**config.mk**
```make
export PLATFORM = sky130hd
export DESIGN_NAME = sdfp_top
export DESIGN_NICKNAME = d
export VERILOG_FILES = /design/src/rtl/sdfp_pkg.sv /design/src/rtl/sdfp_fifo.sv /design/src/rtl/sdfp_engine.sv /design/src/rtl/sdfp_top.sv
export SDC_FILE = /design/constraint.sdc
export NUM_CORES = 2
export LEC_CHECK = 0
export BUFFER_PORTS_ARGS = -buffer_cell sky130_fd_sc_hd__buf_4
export CORE_ASPECT_RATIO = 0.8
export CORE_UTILIZATION = 55
export CTS_BUF_LIST = sky130_fd_sc_hd__clkbuf_16
export CTS_CLUSTER_DIAMETER = 40
export DETAILED_ROUTE_END_ITERATION = 10
export PLACE_DENSITY = 0.8
export SLEW_MARGIN = 20
export SYNTH_ARGS = -nofsm -noshare
export SYNTH_HDL_FRONTEND = slang
export SYNTH_SLANG_ARGS = --single-unit
```
**constraint.sdc**
```tcl
create_clock -name clk -period 7.1 [get_ports clk]
set_clock_uncertainty 0.1 [all_clocks]
set_input_delay 1.42 -clock clk [delete_from_list [all_inputs] [get_ports clk]]
set_output_delay 1.42 -clock clk [all_outputs]
set_load 0.01 [all_outputs]
```
**src/rtl/sdfp_pkg.sv**
```systemverilog
package sdfp_pkg;
  localparam logic [7:0] OFS_CMD   = 8'h00;
  localparam logic [7:0] OFS_STAT  = 8'h20;
  localparam logic [7:0] OFS_DBG   = 8'h34;
  localparam logic [7:0] OFS_CFG   = 8'h38;
  localparam logic [7:0] OFS_BSZ   = 8'h3C;
  localparam logic [7:0] OFS_DATA  = 8'h40;
  localparam logic [7:0] OFS_BCNT  = 8'h50;

  localparam int CMD_RD_BIT     = 6;
  localparam int CMD_WR_BIT     = 7;
  localparam int CMD_LAUNCH_BIT = 15;
  localparam int CFG_DINT_BIT   = 4;
  localparam int CFG_BINT_BIT   = 8;

  localparam logic [3:0] FSM_IDLE = 4'd0;
  localparam logic [3:0] FSM_DATA = 4'd1;

  typedef enum logic [1:0] {
    MODE_IDLE = 2'd0,
    MODE_RD   = 2'd1,
    MODE_WR   = 2'd2
  } xfer_mode_e;
endpackage

```
**src/rtl/sdfp_fifo.sv**
```systemverilog
module sdfp_fifo #(
  parameter int DEPTH = 16,
  parameter int W     = 32,
  localparam int PW   = $clog2(DEPTH),
  localparam int LW   = PW + 1
) (
  input  logic          clk,
  input  logic          rst_n,
  input  logic          push,
  input  logic [W-1:0]  push_data,
  input  logic          pop,
  output logic [W-1:0]  head,
  output logic [LW-1:0] level,
  output logic          full,
  output logic          empty
);
  logic [W-1:0]  mem [DEPTH];
  logic [PW-1:0] wp_q, wp_d, rp_q, rp_d;
  logic [LW-1:0] lvl_q, lvl_d;
  logic          do_push, do_pop;

  always_comb begin
    full    = (lvl_q == LW'(DEPTH));
    empty   = (lvl_q == '0);
    do_push = push && !full;
    do_pop  = pop && !empty;
    wp_d    = do_push ? wp_q + PW'(1) : wp_q;
    rp_d    = do_pop  ? rp_q + PW'(1) : rp_q;
    lvl_d   = lvl_q + LW'(do_push) - LW'(do_pop);
    head    = empty ? '0 : mem[rp_q];
    level   = lvl_q;
  end

  always_ff @(posedge clk) begin
    if (do_push) mem[wp_q] <= push_data;
  end

  always_ff @(posedge clk or negedge rst_n) begin
    if (!rst_n) begin
      wp_q  <= '0;
      rp_q  <= '0;
      lvl_q <= '0;
    end else begin
      wp_q  <= wp_d;
      rp_q  <= rp_d;
      lvl_q <= lvl_d;
    end
  end

  // fill level never exceeds the depth
  a_r1_level_bound: assert property (@(posedge clk) disable iff (!rst_n)
    lvl_q <= LW'(DEPTH));
  // a push into a full FIFO without a pop leaves it full
  a_r1_drop_full: assert property (@(posedge clk) disable iff (!rst_n)
    (full && push && !pop) |=> (lvl_q == LW'(DEPTH)));
endmodule

```
**src/rtl/sdfp_engine.sv**
```systemverilog
module sdfp_engine
  import sdfp_pkg::*;
#(
  parameter int CNT_W = 32
) (
  input  logic             clk,
  input  logic             rst_n,
  input  xfer_mode_e       mode,
  input  logic             cmd_wr,
  input  logic             dint_en,
  input  logic             bint_en,
  input  logic             load,
  input  logic [CNT_W-1:0] load_val,
  input  logic             host_push,
  input  logic             host_pop,
  input  logic             fifo_full,
  input  logic             fifo_empty,
  input  logic [31:0]      fifo_head,
  input  logic [7:0]       rx_data,
  input  logic             rx_valid,
  output logic             rx_ready,
  output logic [7:0]       tx_data,
  output logic             tx_valid,
  input  logic             tx_ready,
  output logic             eng_push,
  output logic [31:0]      eng_push_data,
  output logic             eng_pop,
  output logic             ev_data,
  output logic             ev_sdio,
  output logic             ev_block,
  output logic             ev_done
);
  logic [CNT_W-1:0] cnt_q, cnt_d;
  logic [31:0]      pack_q, pack_d, merged;
  logic [1:0]       idx_q, idx_d;
  logic [31:0]      tx_q, tx_d;
  logic [2:0]       left_q, left_d;
  logic             cnt_nz, rx_fire, tx_fire;

  always_comb begin
    cnt_nz   = (cnt_q != '0);
    rx_ready = (mode == MODE_RD) && cnt_nz && !fifo_full && !host_push && !load;
    rx_fire  = rx_ready && rx_valid;
    merged   = pack_q;
    merged[idx_q*8 +: 8] = rx_data;
    eng_push      = rx_fire && ((idx_q == 2'd3) || (cnt_q == CNT_W'(1)));
    eng_push_data = merged;

    tx_valid = (mode == MODE_WR) && cnt_nz && (left_q != 3'd0) && !load;
    tx_fire  = tx_valid && tx_ready;
    tx_data  = tx_q[7:0];
    eng_pop  = (mode == MODE_WR) && cnt_nz && (left_q == 3'd0) && !fifo_empty
               && !host_pop && !load;

    ev_data  = eng_push || eng_pop;
    ev_sdio  = dint_en && ((eng_push && (idx_q == 2'd3)) || eng_pop);
    ev_done  = (rx_fire || tx_fire) && (cnt_q == CNT_W'(1));
    ev_block = ev_done && cmd_wr && bint_en;

    cnt_d  = cnt_q;
    pack_d = pack_q;
    idx_d  = idx_q;
    tx_d   = tx_q;
    left_d = left_q;
    if (load) begin
      cnt_d  = load_val;
      pack_d = '0;
      idx_d  = '0;
      left_d = '0;
    end else begin
      if (rx_fire) begin
        cnt_d = cnt_q - CNT_W'(1);
        if (eng_push) begin
          pack_d = '0;
          idx_d  = '0;
        end else begin
          pack_d = merged;
          idx_d  = idx_q + 2'd1;
        end
      end
      if (eng_pop) begin
        tx_d   = fifo_head;
        left_d = 3'd4;
      end else if (tx_fire) begin
        tx_d   = tx_q >> 8;
        left_d = left_q - 3'd1;
        cnt_d  = cnt_q - CNT_W'(1);
      end
    end
  end

  always_ff @(posedge clk or negedge rst_n) begin
    if (!rst_n) begin
      cnt_q  <= '0;
      pack_q <= '0;
      idx_q  <= '0;
      tx_q   <= '0;
      left_q <= '0;
    end else begin
      cnt_q  <= cnt_d;
      pack_q <= pack_d;
      idx_q  <= idx_d;
      tx_q   <= tx_d;
      left_q <= left_d;
    end
  end

  // a load lands the product in the counter
  a_r2_load: assert property (@(posedge clk) disable iff (!rst_n)
    load |=> (cnt_q == $past(load_val)));
  // each accepted card byte takes exactly one count
  a_r3_count_step: assert property (@(posedge clk) disable iff (!rst_n)
    (rx_fire || tx_fire) |=> (cnt_q == $past(cnt_q) - CNT_W'(1)));
  // a partial word never carries a top byte
  a_r5_pad: assert property (@(posedge clk) disable iff (!rst_n)
    (eng_push && (idx_q != 2'd3)) |-> (eng_push_data[31:24] == 8'h00));
  // completion leaves the counter at zero
  a_r7_done_zero: assert property (@(posedge clk) disable iff (!rst_n)
    ev_done |=> (cnt_q == '0));
endmodule

```
**src/rtl/sdfp_top.sv**
```systemverilog
module sdfp_top
  import sdfp_pkg::*;
#(
  parameter int FIFO_DEPTH = 16,
  parameter int BSZ_W      = 16,
  parameter int BCNT_W     = 16,
  localparam int CNT_W     = BSZ_W + BCNT_W,
  localparam int LVL_W     = $clog2(FIFO_DEPTH) + 1
) (
  input  logic        clk,
  input  logic        rst_n,
  input  logic        reg_wr,
  input  logic        reg_rd,
  input  logic [7:0]  reg_addr,
  input  logic [31:0] reg_wdata,
  output logic [31:0] reg_rdata,
  input  logic [7:0]  card_rx_data,
  input  logic        card_rx_valid,
  output logic        card_rx_ready,
  output logic [7:0]  card_tx_data,
  output logic        card_tx_valid,
  input  logic        card_tx_ready,
  output logic        xfer_done
);
  logic [15:0]       cmd_q, cmd_d, cfg_q, cfg_d;
  logic [BSZ_W-1:0]  bsz_q, bsz_d;
  logic [BCNT_W-1:0] bcnt_q, bcnt_d;
  logic [2:0]        stat_q, stat_d;   // {block, sdio, data}
  logic [3:0]        fsm_q, fsm_d;
  logic              done_q;
  logic              host_push, host_pop, load;
  logic [CNT_W-1:0]  load_val;
  xfer_mode_e        mode;
  logic              eng_push, eng_pop, ev_data, ev_sdio, ev_block, ev_done;
  logic [31:0]       eng_push_data, fifo_head, push_data;
  logic [LVL_W-1:0]  level;
  logic              fifo_full, fifo_empty;
  logic [31:0]       stat_rd, dbg_rd;

  always_comb begin
    host_push = reg_wr && (reg_addr == OFS_DATA);
    host_pop  = reg_rd && (reg_addr == OFS_DATA);
    load      = reg_wr && (reg_addr == OFS_BCNT);
    load_val  = CNT_W'(bsz_q) * CNT_W'(reg_wdata[BCNT_W-1:0]);
    push_data = host_push ? reg_wdata : eng_push_data;
    if (cmd_q[CMD_RD_BIT])      mode = MODE_RD;
    else if (cmd_q[CMD_WR_BIT]) mode = MODE_WR;
    else                        mode = MODE_IDLE;
  end

  sdfp_fifo #(.DEPTH(FIFO_DEPTH), .W(32)) u_fifo (
    .clk       (clk),
    .rst_n     (rst_n),
    .push      (host_push || eng_push),
    .push_data (push_data),
    .pop       (host_pop || eng_pop),
    .head      (fifo_head),
    .level     (level),
    .full      (fifo_full),
    .empty     (fifo_empty)
  );

  sdfp_engine #(.CNT_W(CNT_W)) u_engine (
    .clk           (clk),
    .rst_n         (rst_n),
    .mode          (mode),
    .cmd_wr        (cmd_q[CMD_WR_BIT]),
    .dint_en       (cfg_q[CFG_DINT_BIT]),
    .bint_en       (cfg_q[CFG_BINT_BIT]),
    .load          (load),
    .load_val      (load_val),
    .host_push     (host_push),
    .host_pop      (host_pop),
    .fifo_full     (fifo_full),
    .fifo_empty    (fifo_empty),
    .fifo_head     (fifo_head),
    .rx_data       (card_rx_data),
    .rx_valid      (card_rx_valid),
    .rx_ready      (card_rx_ready),
    .tx_data       (card_tx_data),
    .tx_valid      (card_tx_valid),
    .tx_ready      (card_tx_ready),
    .eng_push      (eng_push),
    .eng_push_data (eng_push_data),
    .eng_pop       (eng_pop),
    .ev_data       (ev_data),
    .ev_sdio       (ev_sdio),
    .ev_block      (ev_block),
    .ev_done       (ev_done)
  );

  always_comb begin
    cmd_d  = cmd_q;
    cfg_d  = cfg_q;
    bsz_d  = bsz_q;
    bcnt_d = bcnt_q;
    stat_d = stat_q;
    fsm_d  = fsm_q;
    if (reg_wr) begin
      unique case (reg_addr)
        OFS_CMD:  cmd_d  = reg_wdata[15:0] & ~(16'd1 << CMD_LAUNCH_BIT);
        OFS_CFG:  cfg_d  = reg_wdata[15:0];
        OFS_BSZ:  bsz_d  = reg_wdata[BSZ_W-1:0];
        OFS_BCNT: bcnt_d = reg_wdata[BCNT_W-1:0];
        OFS_STAT: stat_d = stat_q & ~{reg_wdata[9], reg_wdata[8], reg_wdata[0]};
        default:  ;
      endcase
    end
    stat_d = stat_d | {ev_block, ev_sdio, ev_data};
    if (ev_done) fsm_d = FSM_DATA;
  end

  always_ff @(posedge clk or negedge rst_n) begin
    if (!rst_n) begin
      cmd_q  <= '0;
      cfg_q  <= '0;
      bsz_q  <= '0;
      bcnt_q <= '0;
      stat_q <= '0;
      fsm_q  <= FSM_IDLE;
      done_q <= 1'b0;
    end else begin
      cmd_q  <= cmd_d;
      cfg_q  <= cfg_d;
      bsz_q  <= bsz_d;
      bcnt_q <= bcnt_d;
      stat_q <= stat_d;
      fsm_q  <= fsm_d;
      done_q <= ev_done;
    end
  end

  always_comb begin
    stat_rd = {22'd0, stat_q[2], stat_q[1], 7'd0, stat_q[0]};
    dbg_rd  = {{(32-LVL_W-4){1'b0}}, level, fsm_q};
    unique case (reg_addr)
      OFS_CMD:  reg_rdata = {16'd0, cmd_q};
      OFS_CFG:  reg_rdata = {16'd0, cfg_q};
      OFS_BSZ:  reg_rdata = 32'(bsz_q);
      OFS_BCNT: reg_rdata = 32'(bcnt_q);
      OFS_STAT: reg_rdata = stat_rd;
      OFS_DBG:  reg_rdata = dbg_rd;
      OFS_DATA: reg_rdata = fifo_head;
      default:  reg_rdata = '0;
    endcase
    xfer_done = done_q;
  end

  // a word movement event leaves the data flag set
  a_r4_flag: assert property (@(posedge clk) disable iff (!rst_n)
    ev_data |=> stat_q[0]);
  // completion switches the debug state field to data mode
  a_r7_fsm: assert property (@(posedge clk) disable iff (!rst_n)
    ev_done |=> (fsm_q == FSM_DATA));
  // the done pulse is never longer than one cycle without a new completion
  a_r7_pulse: assert property (@(posedge clk) disable iff (!rst_n)
    (xfer_done && !ev_done) |=> !xfer_done);
endmodule

```
==> metrics.json <==
{
  "filler_cell_count": {"value": 4811},
  "die_area": {"value": 0.0693, "unit": "mm²"},
  "cts-root-buf": {"value": "sky130_fd_sc_hd__clkbuf_16"},
  "critical_path_endpoint_category": {"value": "register"},
  "placedCellCount": {"value": 3849},
  "ir_drop": {"value": 0.247, "unit": "mV"},
  "hold_depth": {"value": 1},
  "total_leakage_power": {"value": 17.4, "unit": "nW"},
  "cts_post_setup_buffers_inserted": {"value": 0},
  "row_count": {"value": 85},
  "drt_iter0_drc": {"value": 3189},
  "routed_via_density": {"value": 6.32},
  "grt_pass1_wl": {"value": 154000, "unit": "µm"},
  "core-area": {"value": 0.0674, "unit": "mm²"},
  "ys_types": {"value": 68},
  "number_of_sinks_driven_by_the_clock_tree": {"value": 694},
  "fin_max_slew_vios": {"value": 0},
  "worstSetupStartpointType": {"value": "input port"},
  "pin_count_of_the_biggest_net_entering_global_routing": {"value": 117},
  "startpoint_of_the_lowest_slack_register_to_register_path": {"value": "bsz_q[8]$_DFFE_PN0P_"},
  "total_power": {"value": 0.0107, "unit": "W"},
  "synth_seq_area_share": {"value": 53.1, "unit": "%"},
  "drt-pass1-iter-count": {"value": 6},
  "worst_hold_path.endpoint": {"value": "fsm_q[0]$_DFFE_PN0P_"},
  "worstHoldStart": {"value": "fsm_q[0]$_DFFE_PN0P_"},
  "synthesis.area_per_instance": {"value": 13.0, "unit": "µm²"},
  "grt_antenna_before_repair": {"value": 5},
  "multi_input_gate_area": {"value": 0.0161, "unit": "mm²"},
  "number_of_cells_traversed_by_the_worst_register_to_register_path": {"value": 20},
  "number_of_nets_still_failing_antenna_checks_after_routing": {"value": 0},
  "dieHeight": {"value": 236, "unit": "µm"},
  "design.portCount": {"value": 97},
  "synth.cell_area": {"value": 0.0375, "unit": "mm²"},
  "route.detailed.drc": {"value": 0},
  "timing_hold_violations_final": {"value": 0},
  "synth.net_count": {"value": 3259},
  "tritoncts": {"value": "done"},
  "fp.dieW": {"value": 294, "unit": "µm"},
  "detailedPlacementHpwl": {"value": 66500, "unit": "µm"},
  "regToRegSetupSlack": {"value": 0.36, "unit": "ns"},
  "grt_overflow": {"value": 0},
  "placement.io_buffers": {"value": 96},
  "synth-edff-count": {"value": 512},
  "layout.cells.non_filler": {"value": 3990},
  "final_critical_path_time_including_i_o_delays_and_setup": {"value": 6.88, "unit": "ns"},
  "synth-main-ff-cell": {"value": "sky130_fd_sc_hd__edfxtp_1"},
  "layout-drive-gt1-share": {"value": 16.2, "unit": "%"},
  "cts_h_tree_depth": {"value": 3},
  "min-delay-path-class": {"value": "register to register"},
  "unrepaired_setup_endpoints_after_global_routing": {"value": "no"},
  "synthesis_warnings": {"value": 0},
  "globalRouteTotalUtil": {"value": 29.7, "unit": "%"},
  "detail_route.wirelength": {"value": 101000, "unit": "µm"},
  "required": {"value": 7.46, "unit": "ns"},
  "finalWeightedCongestion": {"value": 0.929},
  "asyncSetResetFlopFracSynth": {"value": 26.2, "unit": "%"},
  "post_cts.resized_instances": {"value": 0},
  "endpoint_arrival_time_on_the_critical_path": {"value": 7.24, "unit": "ns"},
  "period_share": {"value": 96.9, "unit": "%"},
  "layout-area-overhead-vs-synth": {"value": 12.8, "unit": "%"},
  "number_of_global_route_vias_before_repair": {"value": 26000},
  "max-clock-path-buffers": {"value": 3},
  "syn_inst": {"value": 2885},
  "cts-buffers-inserted": {"value": 76},
  "worst_pin_slew": {"value": 1.19, "unit": "ns"},
  "max_slew_margin": {"value": 20.1, "unit": "%"},
  "reg2reg_to": {"value": "u_engine.cnt_q[29]$_DFF_PN0_"},
  "avgRoutedWirePerCell": {"value": 25.4, "unit": "µm"},
  "vias": {"value": 25200},
  "startpoint_to_endpoint_class_of_the_critical_path": {"value": "input port to register"},
  "seqCellArea": {"value": 0.0199, "unit": "mm²"},
  "clock.fmax": {"value": 145, "unit": "MHz"},
  "critPathMaxFanout": {"value": 8},
  "cts.reportedPaths.clkPinSlew": {"value": 0.06, "unit": "ns"},
  "cell_pwr_density": {"value": 252, "unit": "mW/mm²"},
  "holdBufCountCts": {"value": 0},
  "floorplan.initialDensity": {"value": 55.7, "unit": "%"},
  "synth-seq-cells": {"value": 694},
  "max_cap_violations": {"value": 0},
  "clock_latency": {"value": 0.63, "unit": "ns"},
  "final-setup-viol-count": {"value": 0},
  "fin_nets": {"value": 3389},
  "run_status": {"value": "finished clean"}
}
## report_power, final
part	internal (W)	switching, W
clock	0.00212	0.00175
sequential	0.00464	0.000217
combinational	0.000777	0.00117
total	0.00753	0.00313
## metrics by stage
stage               instance area [µm²]  setup TNS, ns  utilization, %  setup WS (ns)  hold slack, ns
global route                      42400              0            62.8         0.0205           0.398
CTS                               42300              0            62.7          0.169           0.376
floorplan                         37500              0               -          0.146           0.334
detailed placement                39800          -2.31            59.0         -0.412           0.363
finish                            42400              0            62.8          0.218           0.387
global placement                  39800          -1.24            59.0         -0.283           0.355
## Yosys cell counts, types with 3 or more instances
| cell | n | area [µm²] |
|---|---|---|
| sky130_fd_sc_hd__xor2_1 | 31 | 272 |
| sky130_fd_sc_hd__mux2_2 | 55 | 619 |
| sky130_fd_sc_hd__o22a_1 | 3 | 26.3 |
| sky130_fd_sc_hd__a21oi_1 | 34 | 170 |
| sky130_fd_sc_hd__and2_1 | 137 | 857 |
| sky130_fd_sc_hd__buf_2 | 11 | 55.1 |
| sky130_fd_sc_hd__o221ai_1 | 77 | 674 |
| sky130_fd_sc_hd__xnor2_1 | 36 | 315 |
| sky130_fd_sc_hd__clkbuf_1 | 131 | 492 |
| sky130_fd_sc_hd__o211ai_1 | 5 | 37.5 |
| sky130_fd_sc_hd__nor2_1 | 109 | 409 |
| sky130_fd_sc_hd__a22oi_1 | 6 | 45.0 |
| sky130_fd_sc_hd__o311ai_0 | 3 | 26.3 |
| sky130_fd_sc_hd__o21ai_0 | 62 | 310 |
| sky130_fd_sc_hd__or4_1 | 8 | 60.1 |
| sky130_fd_sc_hd__mux4_2 | 64 | 1440 |
| sky130_fd_sc_hd__nor3_1 | 23 | 115 |
| sky130_fd_sc_hd__nand2_1 | 330 | 1240 |
| sky130_fd_sc_hd__nand3_1 | 27 | 135 |
| sky130_fd_sc_hd__dfrtp_1 | 182 | 4550 |
| sky130_fd_sc_hd__buf_1 | 17 | 63.8 |
| sky130_fd_sc_hd__nand2b_1 | 8 | 50.1 |
| sky130_fd_sc_hd__inv_1 | 257 | 965 |
| sky130_fd_sc_hd__a31oi_1 | 6 | 37.5 |
| sky130_fd_sc_hd__buf_4 | 10 | 75.1 |
| sky130_fd_sc_hd__or3_1 | 16 | 100 |
| sky130_fd_sc_hd__edfxtp_1 | 512 | 15400 |
| sky130_fd_sc_hd__o22ai_1 | 34 | 213 |
| sky130_fd_sc_hd__fa_1 | 195 | 3900 |
| sky130_fd_sc_hd__mux2i_1 | 189 | 1890 |
| sky130_fd_sc_hd__a22o_1 | 25 | 219 |
| sky130_fd_sc_hd__and3_1 | 20 | 125 |
| sky130_fd_sc_hd__nor2b_1 | 3 | 18.8 |
| sky130_fd_sc_hd__ha_1 | 125 | 1560 |
| sky130_fd_sc_hd__nand4_1 | 11 | 68.8 |
| sky130_fd_sc_hd__a211oi_1 | 34 | 255 |
| sky130_fd_sc_hd__a221oi_1 | 32 | 280 |
| sky130_fd_sc_hd__nor4_1 | 7 | 43.8 |
| sky130_fd_sc_hd__a21o_1 | 9 | 67.6 |
## cells by family after synthesis
group                      Yosys count  synth area share (%)
AOI/OAI and AO/OA                  353                  6.87
and+or+nand+nor                    715                  8.98
muxes                              308                  10.5
adders and majority gates          320                  14.6
xor gates and xnor gates            67                  1.56
buffers and inverters              428                  4.42
DFF                                694                  53.1
## how the worst max path moves through the flow
| stage | start | endpoint | slack, ns | cells past startpoint |
|---|---|---|---|---|
| after global placement | reg_wdata[4] | u_engine.cnt_q[29]$_DFF_PN0_ | -0.28 | 23 |
| after detailed placement | reg_wdata[4] | u_engine.cnt_q[29]$_DFF_PN0_ | -0.41 | 23 |
| after CTS | bsz_q[7]$_DFFE_PN0P_ | u_engine.cnt_q[29]$_DFF_PN0_ | 0.17 | 22 |
| final | reg_wdata[4] | u_engine.cnt_q[29]$_DFF_PN0_ | 0.22 | 23 |
| after global routing | bsz_q[8]$_DFFE_PN0P_ | u_engine.cnt_q[28]$_DFF_PN0_ | 0.02 | 19 |
| after floorplan | reg_wdata[7] | u_engine.cnt_q[30]$_DFF_PN0_ | 0.15 | 21 |
## critical path, stage by stage
cell and delay [ns]:
sky130_fd_sc_hd__buf_4 0.13, sky130_fd_sc_hd__buf_4 0.17, sky130_fd_sc_hd__and2_1 0.18, sky130_fd_sc_hd__fa_1 0.53, sky130_fd_sc_hd__inv_1 0.05, sky130_fd_sc_hd__fa_1 0.48
sky130_fd_sc_hd__inv_1 0.05, sky130_fd_sc_hd__fa_1 0.48, sky130_fd_sc_hd__fa_1 0.51, sky130_fd_sc_hd__fa_1 0.50, sky130_fd_sc_hd__inv_1 0.05, sky130_fd_sc_hd__fa_1 0.48
sky130_fd_sc_hd__inv_1 0.06, sky130_fd_sc_hd__ha_1 0.35, sky130_fd_sc_hd__a21oi_1 0.18, sky130_fd_sc_hd__o21ai_0 0.21, sky130_fd_sc_hd__nor4_2 0.42, sky130_fd_sc_hd__buf_4 0.20
sky130_fd_sc_hd__o311ai_0 0.15, sky130_fd_sc_hd__buf_4 0.18, sky130_fd_sc_hd__a41oi_1 0.22, sky130_fd_sc_hd__xor2_1 0.16, sky130_fd_sc_hd__mux2i_1 0.08
## registers in the layout, summed over array words and instances (netlist names), 4 cells and up
signal,flops
u_engine.pack_q,32
u_fifo.rp_q,4
u_fifo.wp_q,4
u_engine.tx_q,32
bcnt_q,16
cmd_q,15
cfg_q,16
u_fifo.level,5
bsz_q,16
u_engine.cnt_q,32
u_fifo.mem,512
## per-layer routing
metal / GRT usage (%) / wire [µm] / vias up / part of all wire, %
met5: 0 / 39 / - / 0.038
met4: 11.7 / 3790 / 6 / 3.7
met3: 7.81 / 12400 / 275 / 12
met2: 44.4 / 46000 / 1669 / 45
met1: 41.7 / 39200 / 12700 / 39
li1: - / - / 10600 / -
## placed cells by master, fill, tap and decap left out, types with 12 or more instances in the layout
cell,n
sky130_fd_sc_hd__o22ai_1,34
sky130_fd_sc_hd__nor3_1,19
sky130_fd_sc_hd__and3_1,18
sky130_fd_sc_hd__clkinv_1,12
sky130_fd_sc_hd__mux2_2,55
sky130_fd_sc_hd__a211oi_1,34
sky130_fd_sc_hd__inv_1,268
sky130_fd_sc_hd__o21ai_0,62
sky130_fd_sc_hd__o221ai_1,77
sky130_fd_sc_hd__clkbuf_16,77
sky130_fd_sc_hd__fa_1,195
sky130_fd_sc_hd__nand3_1,26
sky130_fd_sc_hd__nand2_1,329
sky130_fd_sc_hd__xnor2_1,36
sky130_fd_sc_hd__xor2_1,31
sky130_fd_sc_hd__ha_1,125
sky130_fd_sc_hd__or3_1,16
sky130_fd_sc_hd__a22o_1,25
sky130_fd_sc_hd__nor2_4,12
sky130_fd_sc_hd__a21oi_1,34
sky130_fd_sc_hd__dfrtp_1,179
sky130_fd_sc_hd__a221oi_1,32
sky130_fd_sc_hd__mux4_2,64
sky130_fd_sc_hd__and2_1,136
sky130_fd_sc_hd__nor2_1,95
sky130_fd_sc_hd__mux2i_1,189
sky130_fd_sc_hd__buf_4,217
sky130_fd_sc_hd__edfxtp_1,512
## final cells by class
cell class / count / area share (%)
clock buffers: 77 / 4.55
well taps: 913 / 2.70
diodes: 1 / 0.00591
clock inverters: 62 / 1.32
flip-flops and latches: 694 / 47.1
repair buffers: 221 / 4.02
inverters: 259 / 2.30
multi-input cells: 1763 / 38.0
No activity file was read; power rests on OpenSTA's default activity.
